### src/rtl/tmeta_line.sv
module tmeta_line #(
  parameter int unsigned NCTX = 2
) (
  input  logic            clk,
  input  logic            rst_n,
  input  logic [NCTX-1:0] set_i,
  input  logic [NCTX-1:0] end_i,
  input  logic            inv_i,
  input  logic            tp_set_i,
  input  logic            tp_clr_i,
  output logic [NCTX-1:0] t_o,
  output logic            tp_o
);
  logic [NCTX-1:0] t_q, t_n;
  logic            tp_q, tp_n;
  logic            t_en, tp_en;

  always_comb begin
    t_n = (t_q & ~end_i) | set_i;
    if (inv_i) t_n = '0;
    tp_n = tp_q;
    if (tp_clr_i) tp_n = 1'b0;
    if (tp_set_i) tp_n = 1'b1;
    if (inv_i)    tp_n = 1'b0;
    t_en  = (|set_i) | (|end_i) | inv_i;
    tp_en = tp_set_i | tp_clr_i | inv_i;
  end

  always_ff @(posedge clk or negedge rst_n) begin
    if (!rst_n) begin
      t_q  <= '0;
      tp_q <= 1'b0;
    end else begin
      if (t_en)  t_q  <= t_n;
      if (tp_en) tp_q <= tp_n;
    end
  end

  assign t_o  = t_q;
  assign tp_o = tp_q;
endmodule

### config.mk
export PLATFORM = sky130hd
export DESIGN_NAME = tmeta_line
export DESIGN_NICKNAME = d
export VERILOG_FILES = /design/src/rtl/tmeta_line.sv
export SDC_FILE = /design/constraint.sdc
export NUM_CORES = 1
export LEC_CHECK = 0
export ABC_CLOCK_PERIOD_IN_PS = 800
export BUFFER_PORTS_ARGS = -buffer_cell sky130_fd_sc_hd__buf_2
export CAP_MARGIN = 30
export CORE_AREA = 2 2 39 41
export CTS_CLUSTER_DIAMETER = 50
export DETAILED_ROUTE_END_ITERATION = 16
export DIE_AREA = 0 0 41 43
export HOLD_SLACK_MARGIN = 0.06
export PLACE_DENSITY_LB_ADDON = 0.12
export SLEW_MARGIN = 25
export SYNTH_ARGS = -nofsm -noshare
export SYNTH_HDL_FRONTEND = slang
export SYNTH_SLANG_ARGS = --single-unit
export TNS_END_PERCENT = 5
### constraint.sdc
create_clock -name clk -period 0.8 [get_ports clk]
set_input_delay 0.04 -clock clk [delete_from_list [all_inputs] [get_ports clk]]
set_output_delay 0.04 -clock clk [all_outputs]
set_load 0.1 [all_outputs]
# == After elaboration in Yosys (flattened, before gate mapping) ==
# Index checks and enable logic that the tools add are counted.
# word_totals
output_inout_bits,3
regBits,3
in_bits,9
# classes
mux,4
reduce_logical,4
bitwise_logic,7
# ops
cell,n
$or A1 B1 Y1,4
$reduce_or A2 Y1,2
$mux W1,3
$reduce_bool A3 Y1,1
$and A2 B2 Y2,1
$mux W2,1
$not A2 Y2,1
$or A2 B2 Y2,1
$reduce_and A2 Y1,1

# == Logic depth before layout (Yosys ltp) ==
# Gate-level depths: netlist of the first run.
# logic_depth
depth_word,4
mapped_depth,2
depth_no_buf,2

# == Worst setup path after synthesis of the first run ==
# Ideal clock, no wire load.
# synth_path
path_type,register -> register
start,"register t_q[0], in the netlist t_o[0]"
end,"register t_q[0], in the netlist t_o[0]"
setup_slack_ns,-0.428
path_buffers,0
stages_incl_launch_ff,3
t_arrival_ns,1.151
period_less_slack_ns,1.228
cell_sequence,dfrtp_1 nand2b_1 a21oi_1
# synth_via
elab_chain_len,3
# synth_rtl
item,line_no,source
from (decl),14,"logic [NCTX-1:0] t_q, t_n;"
from (signal assigned),34,if (t_en) t_q <= t_n;
$and A2 B2 Y2,19,t_n = (t_q & ~end_i) | set_i;
$or A2 B2 Y2,19,
$mux W2,20,if (inv_i) t_n = '0;
# No other way between the ends.
# A chain may end at the register's enable or synchronous reset.

# == Worst setup path after layout of the first run ==
# layout_path
start,"register t_q[0], in the netlist t_o[0]"
end,output t_o[0]
# layout_rtl
item,line_no,source
to (decl),11,"output logic [NCTX-1:0] t_o,"
# No word-level cell between the ends.

==> results.py, run 1 <==
metrics = {
    "run_status": {
        "status": "complete, but fails checks",
        "violations": "negative setup slack",
    },
    "hold_path": {
        "hold_path.class": "input port to flip-flop",
        "min_to": "tp_o$_DFFE_PN0P_",
        "min_path_cells": 3,
        "worstHoldStart": "tp_clr_i",
    },
    "finish": {
        "finalNetCount": 44,
        "layout.cells.most_common": "sky130_fd_sc_hd__buf_2",
        "drive_above_1_share_pct": 50.0,
        "num_antenna_cells": 0,
        "layout_common_cells": "sky130_fd_sc_hd__buf_2 (8), sky130_fd_sc_hd__dlygate4sd3_1 (7)",
        "fill_cells": 156,
        "layout-area-overhead-vs-synth_pct": 190,
    },
    "run": {
        "number_of_max_cap_violations": 0,
    },
    "setup_path": {
        "kind_of_launch_point_of_the_worst_setup_path": "flip-flop",
        "path_max_fanout": 2,
        "worstSetupStartpoint": "t_o[0]$_DFFE_PN0P_",
        "crit_path_end_kind": "primary output",
        "worst-r2r-setup-slack_ns": 0.06,
        "worst-r2r-cell-count": 2,
        "slowest_stage": "sky130_fd_sc_hd__dfrtp_4",
        "critical_path_class": "flip-flop to primary output",
        "critPathMaxStageDelay_ns": 0.48,
        "timing.critical_path.max_delay_family": "flip-flops",
        "crit_chain": "buf_12",
        "critPathRequiredTime_ns": 0.76,
        "worst_ep_arrival_time_ns": 0.89,
        "critical_path.n_buffers_inverters": 1,
        "rr_startpoint": "t_o[0]$_DFFE_PN0P_",
        "rr_endpoint": "t_o[0]$_DFFE_PN0P_",
    },
    "timing": {
        "setup_slack_ns": -0.126,
        "layout_worst_path_cycle_share_pct": 116,
        "timing_max_transition_violations_final": 0,
        "grt_setup_unrepaired": "true",
        "timing.clock.skew_ns": 0,
        "max_clock_freq_ghz": 1.08,
        "number_of_failing_setup_endpoints_in_the_final_timing_report": 3,
        "finalWorstPathRequiredPeriod_ns": 0.926,
        "finalHoldViolations": 0,
        "maxSlewHeadroom_pct": 92.4,
        "tightest_slew_ns": 0.114,
    },
    "global_routing": {
        "grt_pass1_vias": 165,
        "grt_start_max_net_pins": 4,
        "grt_use_total_pct": 5.94,
        "grt_overflow": 0,
        "grt_first_pass_wirelength_um": 607,
        "grt_antenna_before_repair": 0,
    },
    "floorplanning": {
        "ios": 12,
        "fp.coreArea_um2": 1380,
        "die_x_um": 41,
        "floorplan.initialDensity_pct": 8.68,
        "die_area_um2": 1760,
        "floorplan.rows": 14,
        "fp.dieH_um": 43,
    },
    "routing": {
        "wirelength_um": 389,
        "avgRoutedWirePerCell_um": 7.78,
        "dr.pass1.iters": 1,
        "drt_iter0_markers": 0,
        "via_count": 155,
        "drc": 0,
        "final_antenna_net_count": 0,
        "vias_per_cell": 3.10,
    },
    "clock_tree": {
        "tritoncts": "built",
        "cts_sinks": 3,
        "cts.repair_timing.setup_buffer_count": 0,
        "max-clock-path-buffers": 2,
        "clock_latency_on_the_worst_skew_pair_ns": 0.23,
        "cts_resized": 0,
        "clk_pin_slew_ns": 0.04,
        "cts_made_buffers": 3,
        "cts_htree_levels": 1,
        "clock_tree.root_cell": "sky130_fd_sc_hd__clkbuf_4",
    },
    "logic_synthesis": {
        "area_of_the_mapped_netlist_um2": 120,
        "syn_area_cell_um2": 10.0,
        "mappedNetlistNets": 21,
        "synthCells": 12,
        "ys_seq_area_share_pct": 62.5,
        "synthesis.yosys.warnings": 0,
        "ys_ff_latch": 3,
        "synth_cell_type_count": 4,
    },
    "power_and_ir_drop": {
        "static_leak_nw": 0.162,
        "p_per_area_nw_per_um2": 1780,
        "peakVddDrop_mv": 0.688,
        "total_power_mw": 0.619,
    },
    "placement": {
        "numPortBuffers": 11,
        "routabilityCongestion": 0.609,
        "post_place_setup_slack_ns": 0.0683,
    },
}
## power breakdown
part / leakage (nW) / switching, mW / internal [mW]
Combinational: 0.113 / 0.0934 / 0.0797
Clock: 0.0150 / 0.0801 / 0.187
Sequential: 0.0340 / 0.0100 / 0.168
Total: 0.162 / 0.184 / 0.435
## how the worst max path moves through the flow
stage | to | slack (ns) | cells past startpoint
5_1_grt | t_o[0] | -0.16 | 1
3_5_place_dp | t_o[0]$_DFFE_PN0P_ | 0.07 | 2
6_report | t_o[0] | -0.13 | 1
3_3_place_gp | tp_o$_DFFE_PN0P_ | 0.08 | 2
2_1_floorplan | t_o[0]$_DFFE_PN0P_ | -0.09 | 2
4_1_cts | t_o[0] | -0.14 | 1
## cell families (layout without fill, tap and decap cells)
family / count (synthesis) / count (layout) / share of synthesized area, %
buf+inv: 3 / 25 / 9.37
flops: 3 / 3 / 62.5
compound gates: 3 / 3 / 12.5
simple gates: 3 / 3 / 15.6
## Yosys cell counts, drive strengths merged
library cell  instances  area, µm²
dfrtp                 3       75.1
nand2b                3       18.8
inv                   3       11.3
a21oi                 3       15.0
## per-stage QoR
stage | hold slack, ns | instances | util (%) | area [µm²] | setup TNS (ns)
after floorplan | -0.256 | 12 | - | 131 | -0.263
after global placement | -0.155 | 39 | 18.2 | 251 | 0
after detailed placement | -0.159 | 39 | 18.2 | 251 | 0
after CTS | 0.0607 | 49 | 24.4 | 338 | -0.408
after global routing | 0.0785 | 50 | 25.1 | 348 | -0.457
final | 0.0667 | 50 | 25.1 | 348 | -0.369
## worst reg2reg max path, stage by stage (launching register included)
cell and delay [ns]:
sky130_fd_sc_hd__dfrtp_4 0.48, sky130_fd_sc_hd__nand2b_1 0.09, sky130_fd_sc_hd__a21oi_1 0.06
## final cells by class
cell class              instances  area (µm²)  area share (%)
clock buffers                   4        26.3            7.55
repair buffers                 18         170            48.9
multi-input cells               6        33.8            9.71
flip-flops and latches          3        86.3            24.8
inverters                       3        11.3            3.24
well taps                      16        20.0            5.76
## metal layers
metal | track usage, % | part of all wire, % | vias to the layer above
met3 | 9.42 | 14 | 0
met2 | 8.13 | 46 | 11
met5 | 0 | 0 | -
li1 | - | - | 81
met1 | 4.87 | 39 | 63
met4 | 0 | 0 | 0
## state kept, by name (all words and copies together), names as in the netlist
name / flops
t_o: 2
tp_o: 1
## repair_timing
action / in CTS / in global routing
pin swaps: 0 / 0
hold endpoints to repair: 6 / 1
setup endpoints to repair: 3 / 3
hold buffers: 6 / 1
(Power assumes the default switching activity.)
==> inputs of run 2 (changes only) <==
--- a/config.mk
+++ b/config.mk
@@ -14,6 +14,7 @@
 export DIE_AREA = 0 0 41 43
 export HOLD_SLACK_MARGIN = 0.06
 export PLACE_DENSITY_LB_ADDON = 0.12
+export RECOVER_POWER = 100
 export SLEW_MARGIN = 25
 export SYNTH_ARGS = -nofsm -noshare
 export SYNTH_HDL_FRONTEND = slang
==> run 2 against run 1 <==
Effect of this change: the run still ends with negative setup slack left; flip-flop and latch count stayed put; design area is 0.36% lower; largest power group unchanged; worst setup slack stayed put; register-to-register slack hardly changed; global-route usage stayed put.
==> results.py, run 2 (same netlist as run 1, synthesis figures left out) <==
metrics = {
    "run_status": {
        "status": "complete, but fails checks",
        "violations": "negative setup slack",
    },
    "setup_path": {
        "critical_path.n_buffers_inverters": 1,
        "timing.critical_path.max_delay_family": "flip-flops",
        "critical_path_class": "flip-flop to primary output",
        "crit_cells": 1,
        "critPathMaxStageDelay_ns": 0.48,
        "worst_ep_arrival_time_ns": 0.89,
        "slowest_stage": "sky130_fd_sc_hd__dfrtp_4",
        "worst-r2r-cell-count": 2,
        "path_max_fanout": 2,
        "critPathRequiredTime_ns": 0.76,
        "worst-r2r-setup-slack_ns": 0.06,
        "kind_of_launch_point_of_the_worst_setup_path": "flip-flop",
        "worstSetupStartpoint": "t_o[0]$_DFFE_PN0P_",
        "worst_setup_path_endpoint": "t_o[0]",
        "rr_startpoint": "t_o[0]$_DFFE_PN0P_",
        "crit_path_end_kind": "primary output",
        "crit_chain": "buf_12",
        "rr_endpoint": "t_o[0]$_DFFE_PN0P_",
    },
    "floorplanning": {
        "die_x_um": 41,
        "floorplan.rows": 14,
        "ios": 12,
        "fp.coreArea_um2": 1380,
        "die_area_um2": 1760,
        "fp.dieH_um": 43,
        "floorplan.initialDensity_pct": 8.68,
    },
    "hold_path": {
        "hold_path.class": "input port to flip-flop",
        "min_path_cells": 3,
    },
    "routing": {
        "dr.pass1.iters": 1,
        "drc": 0,
        "avgRoutedWirePerCell_um": 7.74,
        "vias_per_cell": 3.10,
        "final_antenna_net_count": 0,
        "via_count": 155,
        "drt_iter0_markers": 0,
        "wirelength_um": 387,
    },
    "clock_tree": {
        "cts_sinks": 3,
        "cts_made_buffers": 3,
        "cts.repair_timing.setup_buffer_count": 0,
        "tritoncts": "built",
        "clock_tree.root_cell": "sky130_fd_sc_hd__clkbuf_4",
        "cts_htree_levels": 1,
        "clock_latency_on_the_worst_skew_pair_ns": 0.23,
        "cts_resized": 0,
        "max-clock-path-buffers": 2,
        "clk_pin_slew_ns": 0.04,
    },
    "timing": {
        "timing.setup.tns_ns": -0.369,
        "timing_max_transition_violations_final": 0,
        "setup_slack_ns": -0.126,
        "whs_ns": 0.0667,
        "number_of_failing_setup_endpoints_in_the_final_timing_report": 3,
        "finalHoldViolations": 0,
        "layout_worst_path_cycle_share_pct": 116,
        "tightest_slew_ns": 0.186,
        "max_clock_freq_ghz": 1.08,
        "maxSlewHeadroom_pct": 87.6,
        "grt_setup_unrepaired": "true",
        "timing.clock.skew_ns": 0,
        "finalWorstPathRequiredPeriod_ns": 0.926,
    },
    "finish": {
        "drive_above_1_share_pct": 47.1,
        "largest_register_ff_count": 2,
        "finalNetCount": 44,
        "layout_common_cells": "sky130_fd_sc_hd__dlygate4sd3_1 (7), sky130_fd_sc_hd__buf_2 (7)",
        "final_design_area_no_fill_um2": 347,
        "layout-area-overhead-vs-synth_pct": 189,
        "fin_cells": 50,
        "final_util_pct": 25.0,
        "num_antenna_cells": 0,
    },
    "run": {
        "number_of_max_cap_violations": 0,
    },
    "global_routing": {
        "grt_antenna_before_repair": 0,
        "grt_use_total_pct": 5.94,
        "grt_first_pass_wirelength_um": 607,
        "grt_pass1_vias": 165,
        "grt_start_max_net_pins": 4,
        "grt_overflow": 0,
    },
    "placement": {
        "placement.cell_area_um2": 251,
        "routabilityCongestion": 0.609,
        "numPortBuffers": 11,
        "post_place_setup_slack_ns": 0.0683,
        "place_inst": 39,
    },
    "power_and_ir_drop": {
        "static_leak_nw": 0.159,
        "p_per_area_nw_per_um2": 1780,
        "peakVddDrop_mv": 0.688,
        "total_power_mw": 0.618,
    },
}
[run 2: tightest hold or removal path: cells and delay by family]
family / cells / cell delay [ns]
buffers and inverters: 1 / 0.08
and+or+nand+nor: 1 / 0.09
AOI/OAI and AO/OA: 1 / 0.05
[run 2: layer usage]
layer	up-vias	wire (µm)	track usage, %
met4	0	0	0
li1	81	-	-
met5	-	0	0
met2	11	180	8.13
met1	63	150	4.87
met3	0	56	9.42
[run 2: repair_timing]
action                                 CTS  global route
setup endpoints to repair                3             3
hold buffers                             6             1
pin swaps                                0             0
endpoints found under the hold margin    6             1
[run 2: how the worst min path moves through the flow]
stage                     startpoint            endpoint  slack [ns]
after floorplan                rst_n  t_o[0]$_DFFE_PN0P_       -0.26
after global placement         rst_n    tp_o$_DFFE_PN0P_       -0.16
after detailed placement       rst_n  t_o[0]$_DFFE_PN0P_       -0.16
after CTS                   tp_clr_i    tp_o$_DFFE_PN0P_        0.06
after global routing        tp_clr_i    tp_o$_DFFE_PN0P_        0.08
final                       tp_clr_i    tp_o$_DFFE_PN0P_        0.07
[run 2: report_power, final]
part	total (mW)	switching, mW	internal [mW]
Combinational	0.172	0.0934	0.0790
Sequential	0.178	0.0100	0.168
Clock	0.267	0.0801	0.187
Total	0.618	0.184	0.434
[run 2: layout make-up]
class / instances / area, µm²
Fill cell: 157 / 1040
Timing Repair Buffer: 18 / 169
Sequential cell: 3 / 86.3
Multi-Input combinational cell: 6 / 33.8
Clock buffer: 4 / 26.3
Tap cell: 16 / 20.0
Inverter: 3 / 11.3
